<file path="src/rtl/sdw_mul_pkg.sv">
package sdw_mul_pkg;

    localparam int DEF_WORD_W = 36;

    typedef enum logic [1:0] {
        ST_IDLE = 2'd0,
        ST_RUN  = 2'd1,
        ST_FIX  = 2'd2
    } mul_state_e;

    // Per-operation context captured with the operands.
    typedef struct packed {
        logic neg;       // operand signs differ
        logic single;    // truncated single-word result requested
        logic both_min;  // both operands are the most negative value
    } op_ctx_t;

    // Two's-complement magnitude of a signed word (most negative maps to 2^(n-1)).
    function automatic logic [DEF_WORD_W-1:0] word_mag(input logic [DEF_WORD_W-1:0] v);
        return v[DEF_WORD_W-1] ? (~v + 1'b1) : v;
    endfunction

endpackage

</file>
<file path="src/rtl/sdw_operand_prep.sv">
module sdw_operand_prep
    import sdw_mul_pkg::*;
#(
    parameter int WORD_W = DEF_WORD_W
) (
    input  logic [WORD_W-1:0] a_in,
    input  logic [WORD_W-1:0] b_in,
    input  logic              single_in,
    output logic [WORD_W-1:0] a_mag,
    output logic [WORD_W-1:0] b_mag,
    output op_ctx_t           ctx
);
    localparam logic [WORD_W-1:0] MOST_NEG = {1'b1, {(WORD_W-1){1'b0}}};

    always_comb begin
        a_mag        = a_in[WORD_W-1] ? (~a_in + 1'b1) : a_in;
        b_mag        = b_in[WORD_W-1] ? (~b_in + 1'b1) : b_in;
        ctx.neg      = a_in[WORD_W-1] ^ b_in[WORD_W-1];
        ctx.single   = single_in;
        ctx.both_min = (a_in == MOST_NEG) && (b_in == MOST_NEG);
    end
endmodule

</file>
<file path="src/rtl/sdw_shift_add_core.sv">
module sdw_shift_add_core #(
    parameter int WORD_W = 36
) (
    input  logic                  clk,
    input  logic                  rst,
    input  logic                  load,
    input  logic                  step,
    input  logic [WORD_W-1:0]     mcand,
    input  logic [WORD_W-1:0]     mplier,
    output logic [2*WORD_W-1:0]   prod,
    output logic                  last
);
    localparam int CNT_W = $clog2(WORD_W);
    localparam logic [CNT_W-1:0] LAST_IDX = CNT_W'(WORD_W - 1);

    logic [WORD_W:0]   upper_q;   // partial sum, one spare carry bit
    logic [WORD_W-1:0] lowq_q;    // multiplier bits, replaced by product bits
    logic [WORD_W-1:0] mcand_q;
    logic [CNT_W-1:0]  cnt_q;
    logic [WORD_W:0]   sum;

    always_comb begin
        sum = upper_q + (lowq_q[0] ? {1'b0, mcand_q} : '0);
    end

    always_ff @(posedge clk) begin
        if (rst) begin
            upper_q <= '0;
            lowq_q  <= '0;
            mcand_q <= '0;
            cnt_q   <= '0;
        end else if (load) begin
            upper_q <= '0;
            lowq_q  <= mplier;
            mcand_q <= mcand;
            cnt_q   <= '0;
        end else if (step) begin
            upper_q <= {1'b0, sum[WORD_W:1]};
            lowq_q  <= {sum[0], lowq_q[WORD_W-1:1]};
            cnt_q   <= cnt_q + 1'b1;
        end
    end

    assign prod = {upper_q[WORD_W-1:0], lowq_q};
    assign last = (cnt_q == LAST_IDX);
endmodule

</file>
<file path="src/rtl/sdw_result_fixup.sv">
module sdw_result_fixup
    import sdw_mul_pkg::*;
#(
    parameter int WORD_W = DEF_WORD_W
) (
    input  logic [2*WORD_W-1:0] prod,
    input  op_ctx_t             ctx,
    output logic [WORD_W-1:0]   hi_out,
    output logic [WORD_W-1:0]   lo_out,
    output logic                flag_out
);
    localparam int LOW_W = WORD_W - 1;
    localparam int SIG_W = 2 * WORD_W - 1;
    localparam logic [WORD_W-1:0] MOST_NEG = {1'b1, {(WORD_W-1){1'b0}}};

    logic [SIG_W-1:0]  mag_sig;
    logic [SIG_W-1:0]  signed_sig;
    logic [WORD_W-1:0] dbl_hi;
    logic [WORD_W-1:0] dbl_lo;
    logic              dbl_flag;
    logic              hi_not_ext;

    always_comb begin
        mag_sig    = prod[SIG_W-1:0];
        signed_sig = ctx.neg ? (~mag_sig + 1'b1) : mag_sig;
        dbl_hi     = signed_sig[SIG_W-1:LOW_W];
        dbl_lo     = {signed_sig[SIG_W-1], signed_sig[LOW_W-1:0]};
        dbl_flag   = !ctx.neg && dbl_hi[WORD_W-1];
        hi_not_ext = (dbl_hi != '0) && (dbl_hi != '1);

        if (!ctx.single) begin
            hi_out   = dbl_hi;
            lo_out   = dbl_lo;
            flag_out = dbl_flag;
        end else if (ctx.both_min) begin
            hi_out   = '0;
            lo_out   = MOST_NEG;
            flag_out = 1'b1;
        end else if (hi_not_ext) begin
            hi_out   = '0;
            lo_out   = {ctx.neg, dbl_lo[LOW_W-1:0]};
            flag_out = 1'b1;
        end else begin
            hi_out   = '0;
            lo_out   = dbl_lo;
            flag_out = 1'b0;
        end
    end
endmodule

</file>
<file path="src/rtl/sdw_multiplier.sv">
module sdw_multiplier
    import sdw_mul_pkg::*;
#(
    parameter int WORD_W = DEF_WORD_W
) (
    input  logic              clk,
    input  logic              rst,
    input  logic              start,
    input  logic              single_mode,
    input  logic [WORD_W-1:0] op_a,
    input  logic [WORD_W-1:0] op_b,
    output logic [WORD_W-1:0] res_hi,
    output logic [WORD_W-1:0] res_lo,
    output logic              done,
    output logic              ovf,
    output logic              trap
);
    mul_state_e        state_q;
    op_ctx_t           ctx_now;
    op_ctx_t           ctx_q;
    logic [WORD_W-1:0] a_mag;
    logic [WORD_W-1:0] b_mag;
    logic [2*WORD_W-1:0] prod;
    logic              last;
    logic              accept;
    logic [WORD_W-1:0] fix_hi;
    logic [WORD_W-1:0] fix_lo;
    logic              fix_flag;

    assign accept = start && (state_q == ST_IDLE);

    sdw_operand_prep #(.WORD_W(WORD_W)) prep_i (
        .a_in      (op_a),
        .b_in      (op_b),
        .single_in (single_mode),
        .a_mag     (a_mag),
        .b_mag     (b_mag),
        .ctx       (ctx_now)
    );

    sdw_shift_add_core #(.WORD_W(WORD_W)) core_i (
        .clk    (clk),
        .rst    (rst),
        .load   (accept),
        .step   (state_q == ST_RUN),
        .mcand  (a_mag),
        .mplier (b_mag),
        .prod   (prod),
        .last   (last)
    );

    sdw_result_fixup #(.WORD_W(WORD_W)) fix_i (
        .prod     (prod),
        .ctx      (ctx_q),
        .hi_out   (fix_hi),
        .lo_out   (fix_lo),
        .flag_out (fix_flag)
    );

    always_ff @(posedge clk) begin
        if (rst) begin
            state_q <= ST_IDLE;
            ctx_q   <= '0;
            res_hi  <= '0;
            res_lo  <= '0;
            ovf     <= 1'b0;
            trap    <= 1'b0;
            done    <= 1'b0;
        end else begin
            done <= 1'b0;
            unique case (state_q)
                ST_IDLE: if (accept) begin
                    ctx_q   <= ctx_now;
                    state_q <= ST_RUN;
                end
                ST_RUN: if (last) state_q <= ST_FIX;
                ST_FIX: begin
                    res_hi  <= fix_hi;
                    res_lo  <= fix_lo;
                    ovf     <= fix_flag;
                    trap    <= fix_flag;
                    done    <= 1'b1;
                    state_q <= ST_IDLE;
                end
                default: state_q <= ST_IDLE;
            endcase
        end
    end
endmodule

</file>
<file path="config.mk">
export PLATFORM = sky130hd
export DESIGN_NAME = sdw_multiplier
export DESIGN_NICKNAME = d
export VERILOG_FILES = /design/src/rtl/sdw_mul_pkg.sv /design/src/rtl/sdw_operand_prep.sv /design/src/rtl/sdw_shift_add_core.sv /design/src/rtl/sdw_result_fixup.sv /design/src/rtl/sdw_multiplier.sv
export SDC_FILE = /design/constraint.sdc
export NUM_CORES = 1
export LEC_CHECK = 0
export BUFFER_PORTS_ARGS = -buffer_cell sky130_fd_sc_hd__buf_2
export CAP_MARGIN = 30
export CORE_MARGIN = 2
export CORE_UTILIZATION = 40
export DETAILED_ROUTE_END_ITERATION = 7
export PLACE_DENSITY = 0.58
export SLEW_MARGIN = 10
export SYNTH_ARGS = -nofsm -noshare
export SYNTH_HDL_FRONTEND = slang
export SYNTH_HIERARCHICAL = 1
export SYNTH_SLANG_ARGS = --single-unit
</file>
<file path="constraint.sdc">
create_clock -name clk -period 4.7 [get_ports clk]
set_input_delay 0.47 -clock clk [delete_from_list [all_inputs] [get_ports clk]]
set_output_delay 0.47 -clock clk [all_outputs]
set_load 0.01 [all_outputs]
</file>
==> flow_summary_export.csv <==
group,metric,value,unit
die,coreArea,33600,um^2
status,status,"finished clean",
power,net-switching-power,1.27,mW
power,p_leak,6.14,nW
synthesis,synth-simple-area-share,26.0,%
power,p_comb_share,19.1,%
power,p_sw_share,31.5,%
run,cap_violations,0,
power,p_seq_share,43.7,%
sta,rsz0062_at_grt,"false",
die,io_pins,151,
power,vdd_ir_drop_max,264,uV
synthesis,synth_area_leaders,"dfxtp_1, mux2i_1, nor2_1",
die,dieHeight,189,um
synthesis,synth_top_family_by_area,"simple AND/OR/NAND/NOR gates",
die,die_w,189,um
routing,remaining_drc_errors,0,
sta,worst_slack,0.867,ns
routing,vias,12600,
sta,setup_tns,0,ns
sta,drv_slew,0,
clocking,cts_buffers,17,
synthesis,synth_xor_area_share,11.1,%
synthesis,postSynthAreaPerCell,7.73,um^2
synthesis,yosys.area_share.adder,3.81,%
synthesis,synth_flop_cell,"dfxtp_1",
power,internal_power,2.75,mW
cells_and_area,drive_gt1_share,13.6,%
synthesis,synth.largest_area_cell,"dfxtp_1",
cells_and_area,nets,1954,
routing,via_per_inst,5.50,
grt,grt_pass1_wl,63800,um
synthesis,synth_nets,1883,
critical_path,critical_path.endpoint_type,"register",
synthesis,synthMuxAreaShare,7.34,%
grt,grt_pass1_vias,11800,
routing,antenna_left,0,
critical_path,crit_required,5.08,ns
clocking,post-cts-setup-buffer-count,0,
grt,use_met1,32.3,%
critical_path,crit_arrival,4.21,ns
die,dieArea,35600,um^2
sta,skew,0.0156,ns
worst_hold_path,min_path_type,"input pin to register",
placed_design,dp_hpwl,30200,um
sta,slew_headroom,37.0,%
critical_path,crit_type,"register to register",
clocking,clk_path_buf_depth,2,
clocking,cts_root_buf,"clkbuf_16",
die,start_util,40.6,%
cells_and_area,final_area,15200,um^2
grt,use_met2,33.8,%
synthesis,ys_seq_area_share,28.3,%
cells_and_area,area_growth_syn_to_layout,11.0,%
sta,worstMarginPinSlew,0.946,ns
sta,fin_crit,3.83,ns
routing,drt-initial-drc-count,987,
placed_design,portBuffers,150,
clocking,clk_pin_slew,0.08,ns
placed_design,dp_slack,0.944,ns
grt,overflow,0,
cells_and_area,instances_no_fill,2298,
power,clkPwrFrac,37.2,%
sta,hold_viol_final,0,
clocking,clk_latency,0.45,ns
clocking,cts_resized,0,
critical_path,path_max_fanout,10,
synthesis,syn_inst,1766,
synthesis,synth_compound_area_share,18.6,%
grt,grtUsageTotal,22.2,%
clocking,h-tree-depth,4,
routing,dr.pass1.iters,6,
grt,top_usage_layer,"met2",
synthesis,synth_edf_count,0,
placed_design,gp_congestion,0.932,
synthesis,async_flop_share,0,%
sta,whs,0.315,ns
clocking,hold_buffers,0,
grt,met3_usage,3.50,%
synthesis,yosysWarningCount,6,
clocking,cts_tree,"built",
die,rows,67,
grt,antenna_found_initial,0,
synthesis,post-synth-top-area-fraction,28.3,%
synthesis,syn_area,13700,um^2
cells_and_area,postLayoutCoreUtil,45.1,%
sta,fmax,261,MHz
critical_path,start_kind,"register",
placed_design,placed_area,14600,um^2
clocking,clkSinkCount,193,
synthesis,ys_seq_elements,193,
placed_design,dp_cells,2266,
synthesis,yosysUniqueCellTypes,81,
sta,post-route-period-util,81.5,%
grt,grt_start_max_net_pins,75,
cells_and_area,antennaDiodeCount,0,
sta,setup_viol,0,
routing,drt_wl_total,39900,um
routing,post_drt_wl_per_cell,17.4,um
power,p_total,4.02,mW
power,p_per_area,265,nW/um^2
[worst max-delay path, stage by stage, from the launching register on]
cell and delay (ns):
dfxtp_1 0.34, inv_1 0.09, ha_1 0.20, nor3b_1 0.42, and3_1 0.35, nand2_1 0.31
o41ai_2 0.43, xor2_1 0.34, nand4_1 0.15, nor4_1 0.34, nand4_1 0.20, o41a_1 0.17
a41oi_2 0.21, nand2_1 0.08, a21oi_1 0.13
[placed cells by master, fill, tap and decap left out, types with 11 or more instances in the layout]
cell type  Yosys  final
buf_4          5     18
or4_1         16     16
o41ai_1       24     24
o21ai_0       50     50
dfxtp_1      193    192
buf_2         14    149
and2_1        40     40
clkbuf_16      0     17
nand3_1       32     32
nor3_1        26     26
o31ai_1       43     43
a31oi_1       15     15
nand4_1       24     24
or3_1         23     23
xnor2_1       83     83
inv_1         25     25
ha_1          40     40
a21oi_1      152    152
nor2_1       249    249
nand2_1      225    225
nor4_1        27     27
xor2_1        90     90
nor4_2        11     11
a21o_1        14     14
mux2i_1       99     99
[state kept, by name, summed over array words and instances, names as in the netlist]
register	cells
core_i/lowq_q	36
core_i/mcand_q	36
core_i/upper_q	36
res_hi	36
res_lo	36
core_i/cnt_q	6
ctx_q	3
state_q	2
done	1
trap	1
[synthesized netlist by cell type, drive strengths merged, types with 8 or more instances]
| master | instances |
|---|---|
| a211oi | 9 |
| a21o | 14 |
| a21oi | 154 |
| a31oi | 15 |
| and2 | 40 |
| and3 | 8 |
| buf | 51 |
| clkbuf | 65 |
| dfxtp | 193 |
| ha | 40 |
| inv | 25 |
| mux2i | 99 |
| nand2 | 225 |
| nand2b | 9 |
| nand3 | 32 |
| nand4 | 25 |
| nor2 | 249 |
| nor3 | 26 |
| nor4 | 39 |
| o211ai | 9 |
| o21ai | 57 |
| o31ai | 46 |
| o41ai | 32 |
| or2 | 9 |
| or3 | 25 |
| or4 | 20 |
| xnor2 | 83 |
| xor2 | 90 |
[final cells by class]
| cell class | count | area, um^2 |
|---|---|---|
| Clock buffer | 19 | 443 |
| Clock inverter | 13 | 145 |
| Fill cell | 3484 | 18500 |
| Inverter | 27 | 101 |
| Multi-Input combinational cell | 1430 | 9140 |
| Sequential cell | 193 | 3860 |
| Tap cell | 448 | 561 |
| Timing Repair Buffer | 168 | 901 |
[path summary, 6_finish.rpt]
check,startpoint,end,slack [ns],cells past startpoint
max,core_i/lowq_q[0]$_SDFFE_PP0P_,res_lo[35]$_SDFFE_PP0P_,0.87,14
min,single_mode,ctx_q[1]$_SDFFE_PP0P_,0.32,3
max reg2reg,core_i/lowq_q[0]$_SDFFE_PP0P_,res_lo[35]$_SDFFE_PP0P_,0.87,14
min reg2reg,res_hi[32]$_SDFFE_PP0P_,res_hi[32]$_SDFFE_PP0P_,0.45,2
[power by group through the flow]
stage | clock, mW | sequential [mW] | combinational, mW
finish | 1.50 | 1.75 | 0.768
global route | 1.61 | 1.76 | 0.845
CTS | 1.52 | 1.75 | 0.764
detailed placement | 0 | 1.79 | 0.761
global placement | 0 | 1.79 | 0.758
floorplan | 0 | 1.76 | 0.563
[metal layers]
layer | routed length [um] | share of wire, %
met5 | 0 | 0
met4 | 731 | 1.8
met3 | 1940 | 4.9
met2 | 17200 | 43
met1 | 20000 | 50
[kinds of logic (layout without fill, tap and decap cells)]
logic type	count (synthesis)	in the layout
adders and majority gates	41	41
xor gates and xnor gates	173	173
and+or+nand+nor	734	734
DFF	193	193
buffers and inverters	143	227
muxes	100	100
AOI/OAI and AO/OA	382	382
Note: power is estimated with default switching activity, not from simulation.
